==> config.mk <==
export PLATFORM = sky130hd
export DESIGN_NAME = simd_fp_csr
export DESIGN_NICKNAME = d
export VERILOG_FILES = /design/src/rtl/fpcsr_pkg.sv /design/src/rtl/fpcsr_flag_cell.sv /design/src/rtl/fpcsr_ctrl_reg.sv /design/src/rtl/fpcsr_decode.sv /design/src/rtl/simd_fp_csr.sv
export SDC_FILE = /design/constraint.sdc
export NUM_CORES = 1
export LEC_CHECK = 0
export BUFFER_PORTS_ARGS = -buffer_cell sky130_fd_sc_hd__buf_2
export CAP_MARGIN = 20
export CORE_ASPECT_RATIO = 0.9
export CORE_UTILIZATION = 42
export CTS_BUF_LIST = sky130_fd_sc_hd__clkbuf_8
export CTS_CLUSTER_DIAMETER = 120
export DETAILED_ROUTE_END_ITERATION = 6
export PLACE_DENSITY = 0.95
export SLEW_MARGIN = 15
export SYNTH_ARGS = -nofsm -noshare
export SYNTH_HDL_FRONTEND = slang
export SYNTH_SLANG_ARGS = --single-unit
export TNS_END_PERCENT = 50
==> constraint.sdc <==
create_clock -name clk_i -period 1.4 [get_ports clk_i]
set_input_delay 0.07 -clock clk_i [delete_from_list [all_inputs] [get_ports clk_i]]
set_output_delay 0.07 -clock clk_i [all_outputs]
set_load 0.05 [all_outputs]
==> src/rtl/fpcsr_pkg.sv <==
package fpcsr_pkg;
  localparam int unsigned CSR_W    = 32;
  localparam int unsigned NUM_EXC  = 6;
  localparam int unsigned DAZ_BIT  = NUM_EXC;
  localparam int unsigned MASK_LSB = DAZ_BIT + 1;
  localparam int unsigned RND_LSB  = MASK_LSB + NUM_EXC;
  localparam int unsigned FZ_BIT   = RND_LSB + 2;
  localparam int unsigned USED_W   = FZ_BIT + 1;
  localparam int unsigned CTRL_W   = USED_W - NUM_EXC;
  localparam int unsigned RSVD_W   = CSR_W - USED_W;

  // ctrl word layout: [0] daz, [NUM_EXC:1] masks, [+2] rounding, [top] fz
  localparam int unsigned C_DAZ  = 0;
  localparam int unsigned C_MASK = 1;
  localparam int unsigned C_RND  = C_MASK + NUM_EXC;
  localparam int unsigned C_FZ   = C_RND + 2;

  localparam logic [CTRL_W-1:0] CTRL_RST =
    {{(CTRL_W-NUM_EXC-1){1'b0}}, {NUM_EXC{1'b1}}, 1'b0};

  typedef enum logic [1:0] {
    RND_NEAR = 2'b00,
    RND_DOWN = 2'b01,
    RND_UP   = 2'b10,
    RND_ZERO = 2'b11
  } rnd_mode_e;
endpackage

==> src/rtl/fpcsr_flag_cell.sv <==
module fpcsr_flag_cell (
  input  logic clk_i,
  input  logic rst_ni,
  input  logic wr_en_i,
  input  logic wr_bit_i,
  input  logic evt_i,
  output logic flag_o
);
  // write applied first, event ORed on top
  always_ff @(posedge clk_i or negedge rst_ni) begin
    if (!rst_ni)                flag_o <= 1'b0;
    else if (wr_en_i || evt_i)  flag_o <= (wr_en_i & wr_bit_i) | evt_i;
  end
endmodule

==> src/rtl/fpcsr_ctrl_reg.sv <==
module fpcsr_ctrl_reg
  import fpcsr_pkg::*;
(
  input  logic              clk_i,
  input  logic              rst_ni,
  input  logic              wr_en_i,
  input  logic [CTRL_W-1:0] wr_ctrl_i,
  output logic [CTRL_W-1:0] ctrl_o
);
  always_ff @(posedge clk_i or negedge rst_ni) begin
    if (!rst_ni)      ctrl_o <= CTRL_RST;
    else if (wr_en_i) ctrl_o <= wr_ctrl_i;
  end
endmodule

==> src/rtl/fpcsr_decode.sv <==
module fpcsr_decode
  import fpcsr_pkg::*;
(
  input  logic [CTRL_W-1:0]  ctrl_i,
  input  logic [NUM_EXC-1:0] evt_i,
  output logic [1:0]         round_mode_o,
  output logic               flush_zero_o,
  output logic               denorm_zero_o,
  output logic               trap_req_o
);
  rnd_mode_e rnd;
  logic [NUM_EXC-1:0] unmasked;

  always_comb begin
    rnd           = rnd_mode_e'(ctrl_i[C_RND +: 2]);
    round_mode_o  = rnd;
    flush_zero_o  = ctrl_i[C_FZ];
    denorm_zero_o = ctrl_i[C_DAZ];
    unmasked      = evt_i & ~ctrl_i[C_MASK +: NUM_EXC];
    trap_req_o    = |unmasked;
  end
endmodule

==> src/rtl/simd_fp_csr.sv <==
module simd_fp_csr
  import fpcsr_pkg::*;
(
  input  logic               clk_i,
  input  logic               rst_ni,
  input  logic               wr_en_i,
  input  logic [CSR_W-1:0]   wr_data_i,
  input  logic [NUM_EXC-1:0] exc_evt_i,
  output logic [CSR_W-1:0]   rd_data_o,
  output logic [1:0]         round_mode_o,
  output logic               flush_zero_o,
  output logic               denorm_zero_o,
  output logic               trap_req_o
);
  logic [NUM_EXC-1:0] flags_q;
  logic [CTRL_W-1:0]  ctrl_q;
  logic               unused_hi;

  assign unused_hi = ^wr_data_i[CSR_W-1:USED_W];

  for (genvar i = 0; i < NUM_EXC; i++) begin : g_flag
    fpcsr_flag_cell u_flag (
      .clk_i    (clk_i),
      .rst_ni   (rst_ni),
      .wr_en_i  (wr_en_i),
      .wr_bit_i (wr_data_i[i]),
      .evt_i    (exc_evt_i[i]),
      .flag_o   (flags_q[i])
    );
  end

  fpcsr_ctrl_reg u_ctrl (
    .clk_i     (clk_i),
    .rst_ni    (rst_ni),
    .wr_en_i   (wr_en_i),
    .wr_ctrl_i (wr_data_i[USED_W-1:NUM_EXC]),
    .ctrl_o    (ctrl_q)
  );

  fpcsr_decode u_dec (
    .ctrl_i        (ctrl_q),
    .evt_i         (exc_evt_i),
    .round_mode_o  (round_mode_o),
    .flush_zero_o  (flush_zero_o),
    .denorm_zero_o (denorm_zero_o),
    .trap_req_o    (trap_req_o)
  );

  assign rd_data_o = {{RSVD_W{1'b0}}, ctrl_q, flags_q};
endmodule

==> results.json, run 1 <==
{
  "rsz0062_at_grt": "yes",
  "drt_iter0_drc": 4,
  "status": "complete, but fails checks",
  "grt_use_met1": 0.144,
  "synth_edf_count": 0,
  "grt_max_degree": 17,
  "diodes": 0,
  "synth_common_cells": "buf_4, dfrtp_1",
  "via_count": 617,
  "maxCapViolCount": 0,
  "met3_usage": 0.0400,
  "dieArea_um2": 2320,
  "min_from": "exc_evt_i[4]",
  "cts.clk_slew.worst_paths_ns": 0.06,
  "final_util": 0.556,
  "seqPwrFrac": 0.390,
  "cts_root_buffer": "clkbuf_8",
  "worstHoldPathCells": 3,
  "yosys_warnings": 0,
  "place_congestion": 0.703,
  "cp_max_fo": 3,
  "postSynthAreaPerCell_um2": 11.6,
  "pwr-share-clk": 0.248,
  "p_leak_nw": 0.591,
  "die_x_um": 50.7,
  "p_switching_w": 0.000542,
  "overflow": 0,
  "clk_path_buf_depth": 2,
  "violations": "negative setup slack",
  "ios": 78,
  "setup_viol": 1,
  "cts.sinks": 16,
  "hold_viol": 0,
  "cp.required_ns": 1.33,
  "synth-seq-area-share": 0.455,
  "start_util": 0.455,
  "ys.flop_type": "dfrtp_1",
  "clock_latency_ns": 0.24,
  "ir_worst_vdd_uv": 664,
  "numCtsBuffers": 3,
  "p_int_w": 0.000845,
  "cts_max_level": 1,
  "slew_violations": 0,
  "placementRows": 15,
  "hold_slack_ns": 0.0162,
  "route.detailed.drc": 0,
  "reg2reg_depth": 2,
  "syn-cell-area_um2": 896,
  "area_growth_pct": 22.2,
  "clock.fmax_mhz": 679,
  "fin_crit_sh": 1.05,
  "setup_ws_ns": -0.0721,
  "dp_slack_ns": 0.144,
  "grt-busiest-layer": "met2",
  "crit_type": "register to output pin",
  "setup_tns_ns": -0.0721,
  "netlist.area_leader.share": 0.279,
  "synth_seq_cells": 16,
  "grt_pass1_vias": 589,
  "power.density_nw_per_um2": 1270,
  "core_area_um2": 1970,
  "via_per_inst": 4.31,
  "reg2reg_slack_ns": 0.56,
  "grt_pass1_wl_um": 2390,
  "r2r_end": "u_ctrl.ctrl_o[3]",
  "wl_um": 1600,
  "synth_cell_types": 13,
  "finClkSkew_ns": 0,
  "syn_inst": 77,
  "hold_path_class": "input port to register",
  "wl_per_cell_um": 11.2,
  "critPathCaptureType": "output pin",
  "drive_above_1_share": 0.602,
  "antenna_left": 0,
  "met2_usage": 0.285,
  "antenna_found_initial": 0,
  "p_sw_frac": 0.391,
  "synthArstFlopShare": 1.00,
  "post-synth-top-area-cell": "dfrtp_1",
  "nFillCells": 176,
  "r2r-start": "u_ctrl.ctrl_o[3]",
  "die_h_um": 45.8,
  "synth_area_leaders": "dfrtp_1, buf_4, dfstp_2, mux2_2, mux2i_1",
  "track_usage": 0.143,
  "crit_arrival_ns": 1.40,
  "crit_path_start_kind": "register",
  "yosysMostFrequentCell": "buf_4",
  "min_to": "g_flag[4].u_flag.flag_o",
  "port_buffers": 45,
  "comb_power_share": 0.362,
  "dr.pass1.iters": 3,
  "min_period_ns": 1.47,
  "cts_tree": "yes",
  "nets": 160,
  "dpl.hpwl_um": 1200
}
-- worst max-delay path by stage --
stage                     start  slack [ns]         end  cells past startpoint
6_report       u_ctrl.ctrl_o[2]       -0.07  trap_req_o                      3
5_1_grt        u_ctrl.ctrl_o[2]       -0.10  trap_req_o                      3
4_1_cts        u_ctrl.ctrl_o[2]       -0.08  trap_req_o                      3
3_5_place_dp   u_ctrl.ctrl_o[3]        0.14  trap_req_o                      3
3_3_place_gp   u_ctrl.ctrl_o[6]        0.14  trap_req_o                      3
2_1_floorplan  u_ctrl.ctrl_o[1]        0.06  trap_req_o                      2
-- stage by stage --
stage / cells / power, W / area [um^2]
floorplan: 92 / 0.000989 / 957
global placement: 134 / 0.00101 / 987
detailed placement: 134 / 0.00102 / 987
CTS: 142 / 0.00139 / 1080
global route: 143 / 0.00145 / 1090
finish: 143 / 0.00139 / 1090
-- what timing repair did --
item,in CTS,in global routing
endpoints found under the setup margin,1,1
gates resized for setup,4,1
gates cloned,0,0
buffers inserted,3,1
hold endpoints to repair,10,0
hold buffers,1,0
-- power groups by stage --
stage                     Sequential [W]  Combinational, W  Clock (W)
after floorplan                 0.000653          0.000336          0
after global placement          0.000545          0.000466          0
after detailed placement        0.000548          0.000471          0
after CTS                       0.000540          0.000498   0.000355
after global routing            0.000545          0.000525   0.000375
final                           0.000541          0.000503   0.000343
-- worst max-delay path, stage by stage (launching register included) --
cell,delay [ns]
dfstp_2,0.55
o22ai_2,0.06
or3_4,0.39
buf_8,0.16
-- metal layers --
metal	part of all wire	wire (um)	vias up
li1	-	-	288
met5	0	0	-
met3	0.083	133	0
met1	0.39	627	287
met4	0	0	0
met2	0.53	843	42
-- cell usage in the layout, fill, tap and decap left out, drive strengths merged --
cell	instances
buf	49
conb	16
dfrtp	10
mux2	10
inv	7
mux2i	6
nand2	6
dfstp	6
clkbuf	3
o22ai	3
or3	1
dlygate4sd3	1
-- final cells by class --
cell class / instances / area, um^2 / share of cell area
timing repair buffer: 50 / 275 / 0.251
multi-input combinational: 42 / 313 / 0.286
clock buffer: 3 / 41.3 / 0.0377
sequential: 16 / 408 / 0.373
tap: 25 / 31.3 / 0.0286
clock inverter: 1 / 3.75 / 0.00343
inverter: 6 / 22.5 / 0.0206
-- cell families (layout without fill, tap and decap cells) --
group / Yosys count / count (layout) / share of synthesized area
buffers and inverters: 34 / 60 / 0.278
and+or+nand+nor: 7 / 7 / 0.0321
muxes: 16 / 16 / 0.209
AOI/OAI and AO/OA: 3 / 3 / 0.0210
DFF: 16 / 16 / 0.455
other: 1 / 16 / 0.00419
-- flip-flops by register name, indices dropped and copies added, names as in the netlist --
signal,count
u_ctrl.ctrl_o,10
g_flag.u_flag.flag_o,6
Power figures use the tool's default switching activity.
==> run 2: changes to the inputs <==
--- a/config.mk
+++ b/config.mk
@@ -8,11 +8,11 @@
 export BUFFER_PORTS_ARGS = -buffer_cell sky130_fd_sc_hd__buf_2
 export CAP_MARGIN = 20
 export CORE_ASPECT_RATIO = 0.9
-export CORE_UTILIZATION = 42
+export CORE_UTILIZATION = 35
 export CTS_BUF_LIST = sky130_fd_sc_hd__clkbuf_8
 export CTS_CLUSTER_DIAMETER = 120
 export DETAILED_ROUTE_END_ITERATION = 6
-export PLACE_DENSITY = 0.95
+export PLACE_DENSITY = 0.82
 export SLEW_MARGIN = 15
 export SYNTH_ARGS = -nofsm -noshare
 export SYNTH_HDL_FRONTEND = slang
==> results.json, run 2 (synthesized netlist as in run 1, its figures left out) <==
{
  "dr.pass1.iters": 3,
  "min_period_ns": 1.46,
  "layout_common_cells": "buf_2, conb_1, dfrtp_1",
  "status": "complete, but fails checks",
  "dieArea_um2": 2770,
  "violations": "negative setup slack",
  "overflow": 0,
  "setup_viol": 1,
  "antenna_found_initial": 0,
  "maxCapViolCount": 0,
  "nets": 161,
  "numCtsBuffers": 3,
  "clk_path_buf_depth": 2,
  "wl_um": 1510,
  "drt_iter0_drc": 7,
  "die_x_um": 55.3,
  "max_stage_delay_ns": 0.54,
  "hold_viol": 0,
  "dpl.hpwl_um": 1140,
  "grt-busiest-layer": "met2",
  "final_common_cell": "buf_2",
  "clock_latency_ns": 0.24,
  "pwr-share-clk": 0.275,
  "die_h_um": 50.0,
  "crit_type": "register to output pin",
  "port_buffers": 45,
  "ir_worst_vdd_uv": 667,
  "hold_path_class": "input port to register",
  "top_regs": "u_ctrl.ctrl_o (10), g_flag.u_flag.flag_o (6)",
  "wl_per_cell_um": 10.3,
  "placed_cells": 137,
  "cts_max_level": 1,
  "crit_arrival_ns": 1.39,
  "track_usage": 0.111,
  "diodes": 0,
  "min_from": "exc_evt_i[3]",
  "met3_usage": 0.0289,
  "startpoint": "u_ctrl.ctrl_o[3]",
  "fin_crit_sh": 1.04,
  "finClkSkew_ns": 0,
  "final_util": 0.456,
  "met2_usage": 0.197,
  "path_buf_inv": 1,
  "setup_tns_ns": -0.0613,
  "via_per_inst": 4.23,
  "cts.clk_slew.worst_paths_ns": 0.06,
  "cp_slowest_cell": "dfstp_2",
  "fin_cells": 147,
  "placementRows": 17,
  "cp_top_family": "flip-flops",
  "cts_root_buffer": "clkbuf_8",
  "setup_ws_ns": -0.0613,
  "grt_pass1_wl_um": 2430,
  "p_sw_frac": 0.374,
  "worstPathCellList": "o22ai_2, or3_4, buf_8",
  "route.detailed.drc": 0,
  "critPathCaptureType": "output pin",
  "r2r-start": "u_ctrl.ctrl_o[3]",
  "place_congestion": 0.732,
  "core_area_um2": 2450,
  "p_int_w": 0.000903,
  "seqPwrFrac": 0.374,
  "slew_violations": 0,
  "stdcell_area_um2": 1120,
  "grt_use_met1": 0.135,
  "place_area_um2": 991,
  "largest_reg_flops": 10,
  "drive_above_1_share": 0.613,
  "cp.required_ns": 1.33,
  "power.density_nw_per_um2": 1290,
  "via_count": 622,
  "crit_path_start_kind": "register",
  "p_leak_nw": 0.598,
  "cts.sinks": 16,
  "start_util": 0.366,
  "area_growth_pct": 24.6,
  "grt_max_degree": 17,
  "p_switching_w": 0.000540,
  "comb_power_share": 0.351,
  "grt_pass1_vias": 593,
  "cp_max_fo": 2,
  "ios": 78,
  "antenna_left": 0,
  "top_register": "u_ctrl.ctrl_o",
  "cts_tree": "yes",
  "clock.fmax_mhz": 684,
  "rsz0062_at_grt": "yes"
}
run 2: layout make-up:
class,count,area [um^2]
fill,233,1330
timing repair buffer,51,283
multi-input combinational,42,313
tap,28,35.0
sequential,16,408
clock buffer,4,55.1
inverter,6,22.5
run 2: final timing paths:
| kind | endpoint | slack (ns) | cells past startpoint |
|---|---|---|---|
| max in group asynchronous | u_ctrl.ctrl_o[1] | 0.82 | 2 |
| setup reg to reg | u_ctrl.ctrl_o[3] | 0.46 | 3 |
| setup / recovery | trap_req_o | -0.06 | 3 |
| hold / removal | g_flag[3].u_flag.flag_o | 0.02 | 3 |
| min in group asynchronous | u_ctrl.ctrl_o[7] | 0.28 | 2 |
| hold reg to reg | g_flag[1].u_flag.flag_o | 0.50 | 2 |
run 2: worst register-to-register path, stage by stage (launching register included):
cell and delay, ns:
dfstp_2 0.37, buf_4 0.12, buf_4 0.12, mux2_4 0.26
run 2: power groups by stage:
stage	logic [W]	clock network, W	registers, W
floorplan	0.000336	0	0.000653
global placement	0.000467	0	0.000546
detailed placement	0.000471	0	0.000548
CTS	0.000493	0.000416	0.000540
global route	0.000528	0.000433	0.000545
finish	0.000506	0.000397	0.000540
run 2: repair_timing:
item / in CTS / in global routing
setup buffers: 2 / 3
hold buffers: 1 / 0
gates resized for setup: 4 / 1
setup endpoints to repair: 1 / 1
hold endpoints to repair: 10 / 0
run 2: metrics by stage:
step                hold WS, ns  power [W]  worst slack [ns]
floorplan                -0.226   0.000989            0.0573
global placement       -0.00374    0.00101             0.135
detailed placement      0.00524    0.00102             0.129
CTS                      0.0120    0.00145           -0.0774
global route             0.0294    0.00151           -0.0916
finish                   0.0181    0.00144           -0.0613
run 2: layer usage:
metal  share of wire  wire length (um)
met1            0.45               679
met3           0.081               123
met4               0                 0
met5               0                 0
met2            0.47               707
